[src/rtl/sec_err_pkg.sv]
// Package: shared constants for the secondary error status register.
// Assumes a 16-bit word whose sticky bit positions are fixed, because
// software decodes them.
package sec_err_pkg;
    localparam int WORD_W   = 16;
    localparam int BYTE_W   = 8;
    localparam int NBYTES   = WORD_W / BYTE_W;
    localparam int B_DPE    = 15;
    localparam int B_RSE    = 14;
    localparam int B_RMA    = 13;
    localparam int B_RTA    = 12;
    localparam int B_MDPE   = 8;
    localparam logic [WORD_W-1:0] STICKY_MASK =
        (16'h1 << B_DPE) | (16'h1 << B_RSE) | (16'h1 << B_RMA) |
        (16'h1 << B_RTA) | (16'h1 << B_MDPE);
endpackage

[src/rtl/sec_err_set_decode.sv]
// Module: turns link event strobes into a per-bit set vector.
// Assumes the strobes are one cycle wide and already synchronous to clk.
module sec_err_set_decode
    import sec_err_pkg::*;
(
    input  logic              ev_poison_rx,
    input  logic              ev_errmsg_rx,
    input  logic              ev_cpl_ur,
    input  logic              ev_cpl_ca,
    input  logic              ev_cpl_self,
    input  logic              ev_rdcpl_poison,
    input  logic              perr_resp_en,
    output logic [WORD_W-1:0] set_vec
);
    // Qualify each strobe with its own condition and place it on its bit.
    always_comb begin
        set_vec          = '0;
        set_vec[B_DPE]   = ev_poison_rx;
        set_vec[B_RSE]   = ev_errmsg_rx;
        set_vec[B_RMA]   = ev_cpl_ur & ev_cpl_self;
        set_vec[B_RTA]   = ev_cpl_ca & ev_cpl_self;
        set_vec[B_MDPE]  = ev_rdcpl_poison & perr_resp_en;
    end
endmodule

[src/rtl/sec_err_clr_decode.sv]
// Module: builds the write-1 clear vector from a configuration write.
// Assumes a byte address and ignores its bit 0, since the word is
// two bytes wide.
module sec_err_clr_decode
    import sec_err_pkg::*;
#(
    parameter int          ADDR_W     = 12,
    parameter logic [11:0] REG_OFFSET = 12'h01E
) (
    input  logic [ADDR_W-1:0] cfg_addr,
    input  logic              cfg_wr,
    input  logic [NBYTES-1:0] cfg_be,
    input  logic [WORD_W-1:0] cfg_wdata,
    output logic              addr_hit,
    output logic [WORD_W-1:0] clr_vec
);
    localparam logic [ADDR_W-1:0] OFFS = ADDR_W'(REG_OFFSET);

    // Compare the word address, dropping the byte-select bit.
    always_comb addr_hit = (cfg_addr[ADDR_W-1:1] == OFFS[ADDR_W-1:1]);

    // Each enabled byte of a hitting write passes its ones as clears.
    for (genvar b = 0; b < NBYTES; b++) begin : g_byte
        always_comb clr_vec[b*BYTE_W +: BYTE_W] =
            (cfg_wr && addr_hit && cfg_be[b]) ? cfg_wdata[b*BYTE_W +: BYTE_W]
                                              : '0;
    end
endmodule

[src/rtl/sec_err_sticky_cell.sv]
// Module: one sticky status bit with write-1 clear.
// Assumes that a set in the same cycle as a clear takes priority.
module sec_err_sticky_cell (
    input  logic clk,
    input  logic rst_n,
    input  logic set_i,
    input  logic clr_i,
    output logic q
);
    // Hold, set or clear the bit; set outranks clear.
    always_ff @(posedge clk) begin
        if (!rst_n)     q <= 1'b0;
        else if (set_i) q <= 1'b1;
        else if (clr_i) q <= 1'b0;
    end

    a_r9_set_wins: assert property (@(posedge clk) disable iff (!rst_n)
        set_i |=> q);
    a_r7_clear_takes: assert property (@(posedge clk) disable iff (!rst_n)
        (clr_i && !set_i) |=> !q);
    a_r12_stays_set: assert property (@(posedge clk) disable iff (!rst_n)
        (q && !clr_i) |=> q);
endmodule

[src/rtl/sec_err_status.sv]
// Module: secondary-side error status word of a virtual bridge.
// Collects qualified link error events into sticky bits, clears them on
// write-1 and returns the word on a matching read. Assumes one
// configuration access per cycle and a synchronous active-low reset.
module sec_err_status
    import sec_err_pkg::*;
#(
    parameter int          ADDR_W     = 12,
    parameter logic [11:0] REG_OFFSET = 12'h01E
) (
    input  logic              clk,
    input  logic              rst_n,
    input  logic              ev_poison_rx,
    input  logic              ev_errmsg_rx,
    input  logic              ev_cpl_ur,
    input  logic              ev_cpl_ca,
    input  logic              ev_cpl_self,
    input  logic              ev_rdcpl_poison,
    input  logic              perr_resp_en,
    input  logic [ADDR_W-1:0] cfg_addr,
    input  logic              cfg_wr,
    input  logic              cfg_rd,
    input  logic [NBYTES-1:0] cfg_be,
    input  logic [WORD_W-1:0] cfg_wdata,
    output logic [WORD_W-1:0] rd_data
);
    logic [WORD_W-1:0] set_vec;
    logic [WORD_W-1:0] clr_vec;
    logic [WORD_W-1:0] status;
    logic              addr_hit;

    sec_err_set_decode u_set (
        .ev_poison_rx    (ev_poison_rx),
        .ev_errmsg_rx    (ev_errmsg_rx),
        .ev_cpl_ur       (ev_cpl_ur),
        .ev_cpl_ca       (ev_cpl_ca),
        .ev_cpl_self     (ev_cpl_self),
        .ev_rdcpl_poison (ev_rdcpl_poison),
        .perr_resp_en    (perr_resp_en),
        .set_vec         (set_vec)
    );

    sec_err_clr_decode #(.ADDR_W(ADDR_W), .REG_OFFSET(REG_OFFSET)) u_clr (
        .cfg_addr  (cfg_addr),
        .cfg_wr    (cfg_wr),
        .cfg_be    (cfg_be),
        .cfg_wdata (cfg_wdata),
        .addr_hit  (addr_hit),
        .clr_vec   (clr_vec)
    );

    // Sticky positions get a storage cell; all others are tied to zero.
    for (genvar i = 0; i < WORD_W; i++) begin : g_bit
        if (STICKY_MASK[i]) begin : g_sticky
            sec_err_sticky_cell u_cell (
                .clk   (clk),
                .rst_n (rst_n),
                .set_i (set_vec[i]),
                .clr_i (clr_vec[i]),
                .q     (status[i])
            );
        end else begin : g_zero
            assign status[i] = 1'b0;
        end
    end

    // Return the word only on a read that hits the register.
    always_comb rd_data = (cfg_rd && addr_hit) ? status : '0;

    a_r6_mdpe_needs_enable: assert property (@(posedge clk) disable iff (!rst_n)
        $rose(status[B_MDPE]) |-> $past(perr_resp_en));
    a_r4_rma_needs_self: assert property (@(posedge clk) disable iff (!rst_n)
        $rose(status[B_RMA]) |-> $past(ev_cpl_self));
    a_r5_rta_needs_self: assert property (@(posedge clk) disable iff (!rst_n)
        $rose(status[B_RTA]) |-> $past(ev_cpl_self));
endmodule

[config.mk]
export PLATFORM = sky130hd
export DESIGN_NAME = sec_err_status
export DESIGN_NICKNAME = d
export VERILOG_FILES = /design/src/rtl/sec_err_pkg.sv /design/src/rtl/sec_err_set_decode.sv /design/src/rtl/sec_err_clr_decode.sv /design/src/rtl/sec_err_sticky_cell.sv /design/src/rtl/sec_err_status.sv
export SDC_FILE = /design/constraint.sdc
export NUM_CORES = 1
export LEC_CHECK = 0
export BUFFER_PORTS_ARGS = -buffer_cell sky130_fd_sc_hd__buf_2
export CAP_MARGIN = 20
export CORE_UTILIZATION = 24
export DETAILED_ROUTE_END_ITERATION = 7
export PLACE_DENSITY_LB_ADDON = 0.1
export SKIP_LAST_GASP = 1
export SLEW_MARGIN = 20
export SYNTH_ARGS = -nofsm -noshare
export SYNTH_HDL_FRONTEND = slang
export SYNTH_SLANG_ARGS = --single-unit
[constraint.sdc]
create_clock -name clk -period 0.9 [get_ports clk]
set_clock_uncertainty 0.2 [all_clocks]
set_input_delay 0.09 -clock clk [delete_from_list [all_inputs] [get_ports clk]]
set_output_delay 0.09 -clock clk [all_outputs]
set_load 0.02 [all_outputs]
==> results of run 1 <==
layer usage:
metal | up-vias | GRT usage [%] | wire length (µm)
met5 | - | 0 | 0
met4 | 0 | 7.50 | 0
met3 | 0 | 3.80 | 87
met2 | 29 | 14.8 | 426
met1 | 179 | 11.1 | 323
li1 | 215 | - | -
layout by cell type, fill, tap and decap left out, types with 2 or more instances in the layout:
cell type and instances:
a21oi_1 3, a311oi_1 2, a31oi_1 2, buf_2 23, buf_4 6, buf_6 4, clkbuf_4 3, conb_1 11
dfxtp_1 5, inv_1 8, nand2_1 3, nor2_1 5, o21ai_0 2
final cells by class:
cell class / count / area, µm² / share of cell area [%]
multi-input cells: 35 / 200 / 34.5
clock buffers: 4 / 26.3 / 4.53
repair buffers: 33 / 205 / 35.3
flip-flops and latches: 5 / 100 / 17.2
inverters: 8 / 30.0 / 5.17
well taps: 15 / 18.8 / 3.23
how the worst min path moves through the flow:
stage | start | to | slack, ns | depth (start not counted)
after floorplan | cfg_wdata[14] | g_bit[14].g_sticky.u_cell.q | 0.0004 | 1
after global placement | cfg_wdata[15] | g_bit[15].g_sticky.u_cell.q | 0.09 | 2
after detailed placement | cfg_wdata[15] | g_bit[15].g_sticky.u_cell.q | 0.09 | 2
after CTS | cfg_wdata[8] | g_bit[8].g_sticky.u_cell.q | -0.16 | 2
after global routing | cfg_wdata[8] | g_bit[8].g_sticky.u_cell.q | -0.15 | 2
final | cfg_wdata[12] | g_bit[12].g_sticky.u_cell.q | -0.15 | 2
logic make-up after synthesis:
kind of cell	share of synthesized area, %
buffers and inverters	30.9
AND/OR/NAND/NOR	23.0
AO/OA/AOI/OAI	17.5
flip-flops	27.5
other	1.03
stage by stage:
stage	setup WS (ns)	hold slack (ns)	utilization [%]	TNS [ns]
5_1_grt	-0.476	-0.147	43.0	-2.69
6_report	-0.399	-0.151	43.0	-2.21
4_1_cts	-0.426	-0.156	41.9	-2.26
3_3_place_gp	-0.432	0.0922	36.9	-3.49
2_1_floorplan	-0.247	0.000364	-	-1.66
3_5_place_dp	-0.460	0.0900	36.9	-3.57
timing repair:
item                                    CTS  global route
pin swaps                                 8             6
hold endpoints to repair                  5             5
gates resized for setup                   8             3
endpoints found under the setup margin   10            10
buffers inserted                          1             0
power breakdown:
part / switching [µW] / internal [µW] / leakage, µW / total [µW]
sequential: 7.06 / 238 / 0.0000417 / 245
clock: 94.3 / 168 / 0.0000150 / 262
combinational: 82.2 / 74.5 / 0.000255 / 157
total: 184 / 480 / 0.000312 / 664
==> results.md, run 1 <==
- The detail-routed net length per standard cell is 8.37 µm.
- For this run, the number of standard cells in the final layout without fillers is 100.
- The ratio of routed vias to standard cells is between 4 and 5.
- The largest registers in the layout are g_bit.g_sticky.u_cell.q: 5 flops.
- The critical path launch point is cfg_addr[6].
- The count of filler cells inserted in the layout is around 160.
- The number of CTS-inserted buffers is 3.
- The HPWL after detailed placement is between 700 and 800 µm.
- The post-synthesis average cell area is about 7.4 µm².
- The clock net sink count is 5.
- The first detailed-routing pass ran for 2 iterations.
- The most common cell in the synthesized netlist is buf_4.
- The clock period minus final worst setup slack is around 1.3 ns.
- Clock-pin slew was measured on the worst setup and hold paths at roughly 0.05 ns.
- The startpoint kind of the worst setup timing path is an input port.
- Across all layers, the routed design uses about 420 vias.
- The register with the most flip-flops in the layout has 5 of them.
- The required time reported for the critical path endpoint is 0.61 ns.
- On the critical path the largest part of the delay comes from simple AND/OR/NAND/NOR gates.
- Synthesis inferred 5 register bits.
- In the synthesized netlist the dominant register cell turns out to be dfxtp_1.
- Across all setup checks in the final design, the least slack found is -0.399 ns.
- The final reports fail on negative hold slack, negative setup slack.
- The largest voltage drop on the vdd net is between 0.3 and 0.4 mV.
- Routability-driven placement finished with a final weighted congestion of 0.610.
- In this run the count of I/O pins placed on the die edge is 57.
- In this run, synthesis inferred 0 flip-flops with an integrated enable.
- The finished cells cover approximately 580 µm².
- The post-synthesis cell area is about 360 µm².
- After the last flow step, the layout net total stands at 127.
- The number of diodes added for antenna fixing is 0.
- The share of async-settable or async-resettable flops after synthesis is 0%.
- Counting buffers and inverters, the worst setup path is 5 cells deep.
- The number of warning messages in the yosys log is 0.
- For this design the static power due to leakage is 0.000312 µW.
- The most area-hungry cell type in the Yosys netlist is dfxtp_1.
- The number of max-slew violations in the final report was 0.
- The worst endpoint data arrival time is just over 1 ns.
- STA classifies the critical path endpoint as an output port.
- The core region area is about 0.0014 mm².
- The delay of the slowest cell on the worst path is 0.29 ns.
- The kind of critical path is input port to output port.
- The via count of the first global-routing pass is 279.
- The number of DRC markers after the initial detailed-route iteration is 8.
- For this run, the total global-route usage over all layers was measured as 9.89%.
- Once placement completed, the tool counted placed cells totaling 95.
- Measured along the x axis, the die boundary spans approximately 41 µm.
- The total congestion overflow after global routing is 0.
- The height of the die is 41.0 µm.
- The period utilization is 144%.
- The maximum fanout count along the critical path is 5.
- The clock reaches the later pin of the worst-skew pair after around 0.24 ns.
- The proportion of synthesized chip area in sequential cells is 27.5%.
- The most flop-heavy register is g_bit.g_sticky.u_cell.q.
- The effective utilization at floorplan is 27.0%.
- The maximum number of pins on one net before global-route repair is 6.
- The run finished, with violations left.
- No sink is reached through more buffers than the 2 on the longest clock path.
- The end of the critical path is rd_data[14].
- The type of the tightest min-delay check is input port to flip-flop.
- The ratio of cells with drive above 1 in the final layout is 47.1%.
- The initial antenna violation count is 0.
- Clock tree synthesis selected as its root buffer the cell clkbuf_4.
- Synthesis instantiated 16 different standard cells from the library.
- The worst-case register-to-register setup slack is about 0.010 ns.
- Across all hold checks on the routed design, the worst slack comes to -0.151 ns.
- The cell area after placement is 498 µm².
- Traced cell by cell, the critical path runs through buf_6, and4bb_2, nand4_1, nor2_1, buf_4.
- Power comes to around 660 µW.
- Relative to the synthesized area, the layout overhead comes to 59.5%.
- The first global-routing pass estimated ~1000 µm of wire.
- The routed design has 837 µm of wire.
- Row generation in the floorplan step produced 13 rows.
- The hold violation count in the final report is 5.
- The fmax is 0.770 GHz.
- The buffers plus inverters on the worst setup path is 2.
- Input and output buffers added on the ports amount to 32.
- The tool flagged a number of max-cap violations equal to 0.
- In this run the number of H-tree levels came out at 1.
- Setup violations remaining at the end of the flow were counted as 10.
- The length in cells of the worst reg-to-reg path is 2.
- Setup repair after global routing could not meet its margin everywhere.
- The power density relative to cell area is 1140 mW/mm².
- TritonCTS built the clock tree.
- The destination of the worst register-to-register timing path is g_bit[13].g_sticky.u_cell.q.
- The die covers 0.00168 mm².
- The commonest cells after synthesis are buf_4 (11), inv_1 (8), dfxtp_1 (5), nor2_1 (5).
- After detailed routing, the number of remaining DRC violations is 0.
- The worst-path cell with the longest stage delay is and4bb_2.
- The top cell type by area accounts for around 27% of the synthesized area.
- The startpoint identified for the worst register-to-register timing path is g_bit[13].g_sticky.u_cell.q.
- The post-route antenna net violation count is 0.
- In the synthesized netlist, the number of instances is 49.
- Yosys attributes the largest share of cell area to dfxtp_1 (27%), buf_4 (23%), inv_1 (8.2%).
Note: power is estimated with default switching activity, not from simulation.
==> run 2, diff against run 1 <==
- ABC_AREA: default -> 1
- CORE_UTILIZATION: 24 -> 27
- PLACE_DENSITY: default -> 0.77
- PLACE_DENSITY_LB_ADDON: 0.1 -> default
==> run 2 against run 1 <==
Effect of this change:
- die area increased by 3.9%
- non-clock buffer count unchanged
- largest cell class is now multi-input gates
- largest power group unchanged
- via count increased by 17%
- first-iteration DRC count decreased by 25%
- cell count increased by 21%
- the run still ends with negative hold slack, negative setup slack left
- wire length increased by 29%
- critical path depth increased by 2
- critical path type unchanged
- setup slack improved by 0.078 ns
- final area increased by 24%
==> results.md, run 2 <==
- The critical path goes through buf_6, nor2_4, nand2_2, nor3_2, nand2_2, nor2_2, buf_6.
- The HPWL after detailed placement is roughly 900 µm.
- In this run the vertical extent of the chip is ~42 µm.
- The largest voltage drop on the vdd net is 0.655 mV.
- After clock tree synthesis, the clock-pin slew on the worst setup and hold paths is 0.04 ns.
- Port buffering added 32 buffers.
- The total number of nets in the final design is approximately 150.
- The worst endpoint data arrival time is 0.93 ns.
- The first-pass GRT wire length is around 1800 µm.
- The worst-path cell with the longest stage delay is nor3_2.
- The switching component of the power is between 200 and 250 µW.
- The total congestion overflow after global routing is 0.
- At the end of routability-driven placement, the weighted congestion stood at around 0.66.
- The maximum root-to-sink buffer count is 2.
- The fmax is about 0.82 GHz.
- The clock period minus final worst setup slack is around 1.2 ns.
- On the final layout, the worst hold slack is -0.107 ns.
- Cells with a size suffix above 1 make up between 50% and 60% of the layout.
- Of the total power, the share spent switching nets is 30.0%.
- The path class of the tightest hold or removal check is input port to flip-flop.
- The number of DRC markers after the initial detailed-route iteration is 6.
- The tree is rooted in a clkbuf_4.
- The area share of the largest cell type after synthesis is roughly a quarter.
- The proportion of synthesized chip area in sequential cells is 23.5%.
- The worst setup path is launched from an input port.
- The internal power consumption is 495 µW.
- The flow ran to the end, but the final reports show violations.
- The flip-flop count of the largest register after layout is 5.
- After floorplanning, the core was divided into 13 placement rows.
- From left edge to right edge, the die measures 41.8 µm.
- The buffers plus inverters on the worst setup path is 2.
- STA classifies the critical path endpoint as an output port.
- The maximum fanout count along the critical path is 5.
- For the worst setup path, the data required time is approximately 0.61 ns.
- Global routing used 13.2% of the available tracks across all layers.
- The final reports fail on negative hold slack, negative setup slack.
- The floorplan step defined a die boundary enclosing about 0.0017 mm².
- The number of synthesized flops with an enable pin is 0.
- The number of max-slew violations in the final report is 0.
- The number of library cell types mapped by synthesis is 12.
- After layout, the design draws a total of ~700 µW.
- The clock drives 5 sinks.
- The worst setup timing slack at the placement stage is -0.343 ns.
- The clock reaches the later pin of the worst-skew pair after 0.24 ns.
- The number of CTS-inserted buffers is 3.
- The most common cell in the netlist is inv_1.
- The portion of total power attributed to the clock network is approximately 37%.
- The commonest cells after synthesis are inv_1 (15), nand2_1 (14), buf_4 (11).
- Dividing total power by cell area gives a power density of 984 mW/mm².
- The number of antenna diodes in the final layout is 0.
- The worst path uses 136% of the clock period.
- The post-synthesis cell area is about 430 µm².
- Once layout is done, the placed cells without fillers occupy between 700 and 800 µm².
- The detail-routed net length per standard cell is 8.92 µm.
- Per report_power, the sequential group accounts for 34.6% of the total.
- The remaining design rule violation count is 0.
- The placed instances occupy a cell area of approximately 610 µm².
- Combinational logic burns between 20% and 30% of the power.
- The overall via count from detail_route is approximately 500.
- The largest single stage delay on the critical path is ~0.16 ns.
- The post-synthesis average cell area is about 6 µm².
- The area added between synthesis and finish is 68.6%.
- For this run, the share of the core covered by cells in the final layout is 52.0%.
- The kind of critical path is input port to output port.
- The number of top-level pins is 57.
- The effective utilization at floorplan is 30.9%.
- The number of setup violations in the final report is 5.
- The largest registers in the layout are g_bit.g_sticky.u_cell.q: 5 flops.
- The initial antenna violation count is 0.
- The most area-hungry cell type in the Yosys netlist is dfxtp_1.
- The worst setup slack after layout is -0.321 ns.
- The top cell types in the final layout, fill and taps aside, are buf_2 (20), nand2_1 (13), inv_1 (12), conb_1 (11), buf_6 (10).
- The core region area is between 0.001 and 0.0015 mm².
- The via count of the first global-routing pass is about 500.
- The static power due to leakage is about 0.00037 µW.
- The hold violation count in the final report is 5.
- The most flop-heavy register is g_bit.g_sticky.u_cell.q.
- In this run the remaining antenna-violating nets after routing total 0.
- In the synthesized netlist the async set-or-reset flop fraction comes to 0%.
- The number of synthesized register bits is 5.
- The ratio of routed vias to standard cells is between 4 and 5.
- The final layout contains routed wiring with a total length of ~1100 µm.
- The number of warning messages in the yosys log is 0.
- The leading cell type in the layout, fill and taps excluded is buf_2.
- Among all flip-flop cells after synthesis, the most frequent one is dfxtp_1.
- In this run the number of H-tree levels came out at 1.
- The first TritonRoute pass finished after 4 iterations.
- Setup repair after global routing could not meet its margin everywhere.
- Yosys attributes the largest share of cell area to dfxtp_1 (23%), buf_4 (19%), inv_1 (13%).
- The cell count after synthesis came out at 70.
- Entering global routing, the biggest net connects 6 pins.
- The number of maximum-capacitance constraint violations is 0.
- The top cell family by delay on the critical path is simple AND/OR/NAND/NOR gates.
- TritonCTS built the clock tree.
## run 2: changes by cell type in the layout (fill, tap and decap cells not counted), moves of 3 or more
cell	change
buf_4	-3
nand2_1	+10
nor2_4	+4
buf_2	-3
inv_1	+4
buf_6	+6
nor2_2	+6
nand4_1	+5
nor2_1	-5
## run 2: metrics by stage
step	instances	TNS, ns
finish	121	-1.45
floorplan	80	-0.549
detailed placement	117	-3.25
CTS	121	-1.40
global placement	117	-3.03
global route	121	-1.70
## run 2: cell families (layout without fill, tap and decap cells)
group / Yosys count / count (layout) / share of synthesized area [%]
compound gates: 5 / 5 / 5.86
flops: 5 / 5 / 23.5
buf+inv: 26 / 52 / 32.6
simple gates: 33 / 33 / 37.2
other cells: 1 / 11 / 0.879
## run 2: cell type report
| type | instances | area (µm²) |
|---|---|---|
| fillers | 133 | 663 |
| repair buffers | 33 | 235 |
| flip-flops and latches | 5 | 100 |
| clock buffers | 4 | 26.3 |
| well taps | 15 | 18.8 |
| inverters | 15 | 63.8 |
| multi-input cells | 49 | 275 |
## run 2: path summary, 6_finish.rpt
| kind | startpoint | to | slack [ns] | depth (start not counted) |
|---|---|---|---|---|
| worst max-delay path | cfg_addr[9] | rd_data[15] | -0.32 | 7 |
| worst min-delay path | ev_poison_rx | g_bit[15].g_sticky.u_cell.q | -0.11 | 3 |
| worst max register to register | g_bit[15].g_sticky.u_cell.q | g_bit[15].g_sticky.u_cell.q | 0.12 | 2 |
| worst min register to register | g_bit[8].g_sticky.u_cell.q | g_bit[8].g_sticky.u_cell.q | 0.27 | 2 |
## run 2: routing by layer
metal  share of wire (%)  global-route usage (%)  up-vias
met3                 9.3                    4.35        2
met2                  53                    23.8       25
met5                   0                       0        -
li1                    -                       -      264
met1                  36                    12.5      206
met4                 1.5                    9.03        0
## run 2: worst min-delay path, stage by stage
cell and delay (ns):
buf_2 0.09, inv_1 0.04, a21oi_1 0.06
## run 2: repair_timing
item / in CTS / in global routing
endpoints found under the hold margin: 5 / 5
buffers inserted: 0 / 0
pin swaps: 4 / 4
setup endpoints to repair: 10 / 8
gates cloned: 0 / 0
gates resized for setup: 20 / 4
## run 2: power groups by stage
stage,clock network (µW),logic [µW],registers (µW)
detailed placement,0,177,249
floorplan,0,134,247
global placement,0,172,248
CTS,276,195,245
finish,260,203,245
global route,288,224,247
